`src/rtl/pcl_pkg.sv`:
```
// Shared types for the port configuration lock controller.
package pcl_pkg;
    // Key sequencer position: which key value the next write must carry.
    typedef enum logic [1:0] {
        SEQ_IDLE  = 2'd0,  // waiting for key = 1 (step one)
        SEQ_WANT0 = 2'd1,  // step one seen, waiting for key = 0
        SEQ_WANT1 = 2'd2   // step two seen, waiting for key = 1
    } seq_state_t;
endpackage

```
`src/rtl/pcl_key_seq.sv`:
```
// Key sequencer: watches register writes for the 1,0,1 key pattern with an
// unchanged lock pattern and raises a sticky lock flag when it completes.
// Assumes at most one write per cycle; reads never reach this module.
module pcl_key_seq
    import pcl_pkg::*;
#(
    parameter int NUM_PINS = 16
) (
    input  logic                clk,
    input  logic                rst_n,
    input  logic                wr_en,
    input  logic                wkey,
    input  logic [NUM_PINS-1:0] wpat,
    output logic                locked
);
    seq_state_t          state_q, state_d;
    logic [NUM_PINS-1:0] pat_q, pat_d;
    logic                lock_d;

    // Next-state decision for one write.
    always_comb begin
        state_d = state_q;
        pat_d   = pat_q;
        lock_d  = locked;
        if (wr_en && !locked) begin
            unique case (state_q)
                SEQ_IDLE: begin
                    if (wkey) begin
                        state_d = SEQ_WANT0;
                        pat_d   = wpat;
                    end
                end
                SEQ_WANT0: begin
                    if (wkey) begin
                        state_d = SEQ_WANT0;
                        pat_d   = wpat;
                    end else if (wpat == pat_q) begin
                        state_d = SEQ_WANT1;
                    end else begin
                        state_d = SEQ_IDLE;
                    end
                end
                SEQ_WANT1: begin
                    if (wkey && wpat == pat_q) begin
                        state_d = SEQ_IDLE;
                        lock_d  = 1'b1;
                    end else if (wkey) begin
                        state_d = SEQ_WANT0;
                        pat_d   = wpat;
                    end else begin
                        state_d = SEQ_IDLE;
                    end
                end
                default: state_d = SEQ_IDLE;
            endcase
        end
    end

    // Sequencer registers with synchronous reset.
    always_ff @(posedge clk) begin
        if (!rst_n) begin
            state_q <= SEQ_IDLE;
            pat_q   <= '0;
            locked  <= 1'b0;
        end else begin
            state_q <= state_d;
            pat_q   <= pat_d;
            locked  <= lock_d;
        end
    end
endmodule

```
`src/rtl/pcl_lock_reg.sv`:
```
// Lock pattern store: keeps the per-pin lock bits, accepts writes only while
// unlocked, and gates the pattern with the lock flag into frozen outputs.
// Assumes the lock flag rises on the same edge as the final pattern write.
module pcl_lock_reg #(
    parameter int NUM_PINS = 16
) (
    input  logic                clk,
    input  logic                rst_n,
    input  logic                wr_en,
    input  logic [NUM_PINS-1:0] wpat,
    input  logic                locked,
    output logic [NUM_PINS-1:0] lock_bits,
    output logic [NUM_PINS-1:0] pin_frozen
);
    // Pattern register, writable only while unlocked.
    always_ff @(posedge clk) begin
        if (!rst_n) begin
            lock_bits <= '0;
        end else if (wr_en && !locked) begin
            lock_bits <= wpat;
        end
    end

    // Per-pin frozen flag: pattern bit qualified by the lock flag.
    for (genvar p = 0; p < NUM_PINS; p++) begin : g_pin
        assign pin_frozen[p] = lock_bits[p] & locked;
    end
endmodule

```
`src/rtl/pin_cfg_lock.sv`:
```
// Top of the port configuration lock controller: splits write data into key
// and pattern, hosts the sequencer and the pattern store, and registers read
// data on each read strobe. Assumes DATA_W > NUM_PINS.
module pin_cfg_lock #(
    parameter int NUM_PINS = 16,
    parameter int DATA_W   = 32
) (
    input  logic                clk,
    input  logic                rst_n,
    input  logic                wr_en,
    input  logic                rd_en,
    input  logic [DATA_W-1:0]   wdata,
    output logic [DATA_W-1:0]   rdata,
    output logic [NUM_PINS-1:0] pin_frozen
);
    localparam int KEY_POS = NUM_PINS;
    localparam int PAD_W   = DATA_W - NUM_PINS - 1;

    logic                lock_active;
    logic [NUM_PINS-1:0] lock_bits;

    pcl_key_seq #(.NUM_PINS(NUM_PINS)) u_seq (
        .clk    (clk),
        .rst_n  (rst_n),
        .wr_en  (wr_en),
        .wkey   (wdata[KEY_POS]),
        .wpat   (wdata[NUM_PINS-1:0]),
        .locked (lock_active)
    );

    pcl_lock_reg #(.NUM_PINS(NUM_PINS)) u_store (
        .clk        (clk),
        .rst_n      (rst_n),
        .wr_en      (wr_en),
        .wpat       (wdata[NUM_PINS-1:0]),
        .locked     (lock_active),
        .lock_bits  (lock_bits),
        .pin_frozen (pin_frozen)
    );

    // Read data register, updated only on a read strobe.
    always_ff @(posedge clk) begin
        if (!rst_n) begin
            rdata <= '0;
        end else if (rd_en) begin
            rdata <= {{PAD_W{1'b0}}, lock_active, lock_bits};
        end
    end
endmodule

```
`config.mk`:
```
export PLATFORM = sky130hd
export DESIGN_NAME = pin_cfg_lock
export DESIGN_NICKNAME = d
export VERILOG_FILES = /design/src/rtl/pcl_pkg.sv /design/src/rtl/pcl_key_seq.sv /design/src/rtl/pcl_lock_reg.sv /design/src/rtl/pin_cfg_lock.sv
export SDC_FILE = /design/constraint.sdc
export NUM_CORES = 1
export LEC_CHECK = 0
export BUFFER_PORTS_ARGS = -buffer_cell sky130_fd_sc_hd__buf_2
export CORE_MARGIN = 2
export CORE_UTILIZATION = 50
export DETAILED_ROUTE_END_ITERATION = 10
export PLACE_DENSITY_LB_ADDON = 0.25
export SETUP_SLACK_MARGIN = 0.05
export SLEW_MARGIN = 20
export SYNTH_ARGS = -nofsm -noshare
export SYNTH_HDL_FRONTEND = slang
export SYNTH_HIERARCHICAL = 1
export SYNTH_SLANG_ARGS = --single-unit
```
`constraint.sdc`:
```
create_clock -name clk -period 1.6 [get_ports clk]
set_clock_uncertainty 0.1 [all_clocks]
set_input_delay 0.08 -clock clk [delete_from_list [all_inputs] [get_ports clk]]
set_output_delay 0.08 -clock clk [all_outputs]
set_load 0.05 [all_outputs]
```
# ---- Word-level counts from Yosys, hierarchy flattened
# Index checks and enable logic that the tools add are counted.
dict set report op_classes {
  n_eq_ne 5
  n_mux 9
  bitwise 16
  reduce_logical 9
}
# cell count
set ops {}
lappend ops {{2-to-1 mux 16 bit} 2}
lappend ops {{one-hot mux 16 bit (2 select lines)} 1}
lappend ops {{AND 1 bit} 16}
lappend ops {{equality test 16 bit} 1}
lappend ops {{2-to-1 mux 2 bit} 4}
lappend ops {{one-hot mux 2 bit (3 select lines)} 1}
lappend ops {{AND reduction 3 bit} 2}
lappend ops {{!= test 2 bit (second input constant)} 2}
lappend ops {{equality test 2 x 1 -> 1 bit (second input constant)} 1}
lappend ops {{equality test 2 bit (second input constant)} 1}
lappend ops {{logical AND 1 bit} 2}
lappend ops {{zero test 2 bit} 1}
lappend ops {{AND reduction 2 bit} 1}
lappend ops {{nonzero test 2 bit} 1}
lappend ops {{OR reduction 2 bit} 1}
lappend ops {{zero test 1 bit} 1}
lappend ops {{2-to-1 mux 1 bit} 1}
dict set report totals {
  ff_bits 52
  input_bits 36
  out_inout_bits 48
}

# ---- Longest topological paths before layout
dict set report logic_depth {
  depth_word 4
  depth_mapped 5
  mapped_depth_nobuf 4
}

# ---- By module
# Netlist, hierarchy kept.
# mod n_inst cells_per_inst area_each_um2
set modules_own_cells {}
lappend modules_own_cells {pcl_key_seq 1 90 909.6}
lappend modules_own_cells {pin_cfg_lock 1 70 768.2}
lappend modules_own_cells {pcl_lock_reg 1 87 763.2}

# ---- Worst setup path before layout
# Ideal clock, no wire load.
dict set report synth_path {
  path_kind {reg-to-reg}
  start {reg u_seq.locked}
  end {reg u_seq.pat_q[10]}
  arrival_ps 1184
  slack_ps 188
  stages_incl_launch_ff 6
  n_path_buf 1
  synth_period_minus_slack_ps 1412
  cell_sequence {dfxtp_1 -> and2b_1 -> nand3_4 -> buf_6 -> mux2i_1 -> nor2_1}
}
dict set report synth_between {
  elab_chain_len 3
}
# element line
set synth_rtl {}
lappend synth_rtl {{start: declaration} pcl_key_seq.sv:14} ;# output logic locked
lappend synth_rtl {{start signal: assignment} pcl_key_seq.sv:68} ;# locked <= lock_d;
lappend synth_rtl {{zero test 1 bit} pcl_key_seq.sv:25} ;# if (wr_en && !locked) begin
lappend synth_rtl {{logical AND 1 bit} pcl_key_seq.sv:25}
lappend synth_rtl {{AND reduction 3 bit (no line)} --}
lappend synth_rtl {{end signal: assignment} pcl_key_seq.sv:67} ;# pat_q <= pat_d;
lappend synth_rtl {{end: declaration} pcl_key_seq.sv:17} ;# logic [NUM_PINS-1:0] pat_q, pat_d;
# Every way passes these cells.
# A chain may end at the register's enable or synchronous reset.

# ---- Final worst setup path
dict set report layout_path {
  start {in wdata[12]}
  end {reg u_seq.state_q[1]}
}
dict set report layout_between {
  elab_chain_len 4
}
# element line
set layout_rtl {}
lappend layout_rtl {{start: declaration} pin_cfg_lock.sv:12} ;# input logic [DATA_W-1:0] wdata,
lappend layout_rtl {{equality test 16 bit} {pcl_key_seq.sv:37, pcl_key_seq.sv:44}}
lappend layout_rtl {{2-to-1 mux 2 bit} pcl_key_seq.sv:37} ;# end else if (wpat == pat_q) begin
lappend layout_rtl {{2-to-1 mux 2 bit} pcl_key_seq.sv:34} ;# if (wkey) begin
lappend layout_rtl {{one-hot mux 2 bit (3 select lines)} pcl_key_seq.sv:26} ;# unique case (state_q)
lappend layout_rtl {{end signal: assignment} pcl_key_seq.sv:66} ;# state_q <= state_d;
lappend layout_rtl {{end: declaration} pcl_key_seq.sv:16} ;# seq_state_t state_q, state_d;
# Every way passes these cells.

==> flow_summary_export.csv <==
group,metric,value,unit
pwr,p_per_area,881,mW/mm^2
routing,drc,0,
routing,dr.first_iter.drc_count,93,
global_route,grt_util_all_layers,17.1,%
layout,fin_cells,382,
logic_synthesis,async_flop_share,0,%
global_route,grt_pass1_vias,1512,
logic_synthesis,syn_area,0.00244,mm^2
clocking,tritoncts,"built",
logic_synthesis,synthAdderAreaFrac,0,%
clocking,clk_latency,0.30,ns
logic_synthesis,yosysTopAreaCell,"dfxtp_1",
routing,postRouteAntennaNets,0,
logic_synthesis,yosys.area.top_type_share,42.6,%
place,placed_cell_area,0.00268,mm^2
sta,setup_viol,0,
clocking,clk_pin_slew_worst_paths,0.09,ns
status,status,"finished clean",
critical_path,crit_arrival,1.65,ns
pwr,p_total,2.60,mW
place,place_congestion,0.721,
place,post-dp-hpwl,3.22,mm
sta,worst_pin_slew,0.498,ns
clocking,root_buffer,"clkbuf_8",
place,port_buffers,53,
sta,rsz0062_at_grt,"no",
logic_synthesis,synth-seq-area-share,42.6,%
layout,layout-drive-gt1-share,23.8,%
logic_synthesis,synth.avg_cell_area,9.88,um^2
clocking,cts_inserted_buffers,5,
sta,fin_crit_sh,93.6,%
pwr,leakage,1.44,nW
logic_synthesis,ys.flop_type,"dfxtp_1",
logic_synthesis,ys.warnings.count,6,
critical_path,cp_slowest_stage_delay,0.53,ns
layout,fin_area,0.00295,mm^2
critical_path,crit_type,"input pin to flip-flop",
sta,slew_headroom,66.6,%
die,dieHeight,73.9,um
sta,layout_min_cycle_time,1.50,ns
routing,viasPerCell,4.63,
critical_path,start_kind,"input pin",
global_route,grt_pass1_wl,7.21,mm
sta,slew_viol_final,0,
logic_synthesis,synth_enable_flop_cells,0,
critical_path,critical_path.slowest_cell,"dlygate4sd3_1",
pwr,ir_drop,0.568,mV
logic_synthesis,synth_compound_area_share,1.18,%
layout,antennaDiodeCount,0,
clocking,cts.path.max_buffers,2,
global_route,grt_overflow,0,
critical_path,required,1.75,ns
logic_synthesis,synth_top_family_by_area,"simple AND/OR/NAND/NOR gates",
layout,syn_to_final_growth,21.0,%
die,coreArea,0.00472,mm^2
clocking,htreeDepth,2,
die,initial_core_util,51.7,%
logic_synthesis,netlist_instances,247,
critical_path,cp-end-kind,"flip-flop",
clocking,clock_sinks,52,
die,io_pins,84,
sta,hold_viol_final,0,
critical_path,crit_fanout,3,
critical_path,crit_chain,"dlygate4sd3_1, buf_2, xnor2_1, nand4_1, nor4_4, a31o_1",
logic_synthesis,yosysMostFrequentCell,"dfxtp_1",
logic_synthesis,synth_xor_area_share,5.74,%
die,rows,25,
logic_synthesis,ys_seq_elements,52,
logic_synthesis,synth-simple-area-share,21.4,%
global_route,grt_max_degree,38,
place,dp.cells,358,
routing,dr.pass1.iters,4,
routing,wire_per_inst,11.8,um
logic_synthesis,synth_cell_type_count,27,
global_route,antenna_found_initial,0,
layout,final_net_count,350,
sta,final.setup.tns,0,ns
logic_synthesis,netlist_top_cells_count,"52 x dfxtp_1, 49 x mux2i_1, 35 x nand2_1",
sta,max_freq,0.667,GHz
layout,fin_util,62.5,%
die,fp.dieW,73.9,um
critical_path,reg2reg_slack,0.21,ns
logic_synthesis,netlist_top_cells_area,"dfxtp_1 43%, mux2i_1 20%, xnor2_1 5.7%",
routing,vias,1770,
min_path,hold_class,"input pin to flip-flop",
die,fp.dieArea,0.00546,mm^2
logic_synthesis,synth.area.mux_share,20.1,%
job,cap_violations,0,
routing,drt_wl_total,4.52,mm
power by group:
part	leakage (nW)	switching (mW)	internal, mW
Combinational	0.967	0.275	0.169
Clock	0.0510	0.416	0.346
Sequential	0.426	0.0407	1.36
Total	1.44	0.732	1.87
metrics by stage:
step / setup WS (ns) / hold slack (ns)
after floorplan: 0.188 / 0.108
after global placement: 0.226 / 0.261
after detailed placement: 0.232 / 0.268
after CTS: 0.115 / 0.0824
after global routing: 0.0508 / 0.103
final: 0.102 / 0.0876
logic make-up after synthesis:
group | after synthesis
flops | 52
buf+inv | 27
compound gates | 4
mux | 49
xor+xnor | 16
simple gates | 98
other cells | 1
area by class of cell:
| class | instances | area [um^2] |
|---|---|---|
| fill | 417 | 1770 |
| inverter | 1 | 3.75 |
| tap | 67 | 83.8 |
| timing repair buffer | 72 | 478 |
| clock buffer | 6 | 82.6 |
| clock inverter | 2 | 10.0 |
| sequential | 52 | 1040 |
| multi-input combinational | 182 | 1250 |
metal layers:
metal	wire length, um	global-route usage (%)	vias up	part of all wire [%]
met4	51	5.45	0	1.1
met1	2240	24.8	810	50
met5	0	0	-	0
met3	180	3.29	6	4.0
met2	2040	25.6	46	45
li1	-	-	908	-
path summary, 6_finish.rpt:
kind,start,endpoint,cells past startpoint
worst min-delay path,rst_n,u_store/lock_bits[2]$_SDFFE_PN0P_,3
worst max register to register,u_seq/pat_q[12]$_SDFFE_PN0P_,u_seq/state_q[1]$_SDFFE_PN0P_,4
worst max-delay path,wdata[12],u_seq/state_q[1]$_SDFFE_PN0P_,6
worst min register to register,u_store/lock_bits[11]$_SDFFE_PN0P_,u_store/lock_bits[11]$_SDFFE_PN0P_,2
critical path, delay by kind of cell:
kind	cells	cell delay [ns]
buffers and inverters	2	0.68
AND/OR/NAND/NOR	2	0.55
AO/OA/AOI/OAI	1	0.18
XOR/XNOR	1	0.16
sequential cells by signal (all words and copies together) (netlist names):
register,count
rdata,17
u_seq/pat_q,16
u_store/lock_bits,16
u_seq/state_q,2
u_seq/locked,1
timing repair:
action | 4_1_cts | 5_1_grt
endpoints found under the hold margin | 32 | 0
hold buffers | 16 | 0
gates resized for setup | 0 | 4
buffers inserted | 0 | 0
endpoints found under the setup margin | 0 | 5
cell usage in the layout (no fill, tap or decap), drive strengths merged, types with 2 or more instances in the layout:
cell type	count
clkbuf	8
dlygate4sd3	16
clkinv	3
nor3b	2
buf	54
and3	2
nor2	16
nand2	35
conb	15
xnor2	16
and2	16
nor2b	18
mux2i	49
dfxtp	52
nand4	4
No activity file was read; power rests on OpenSTA's default activity.
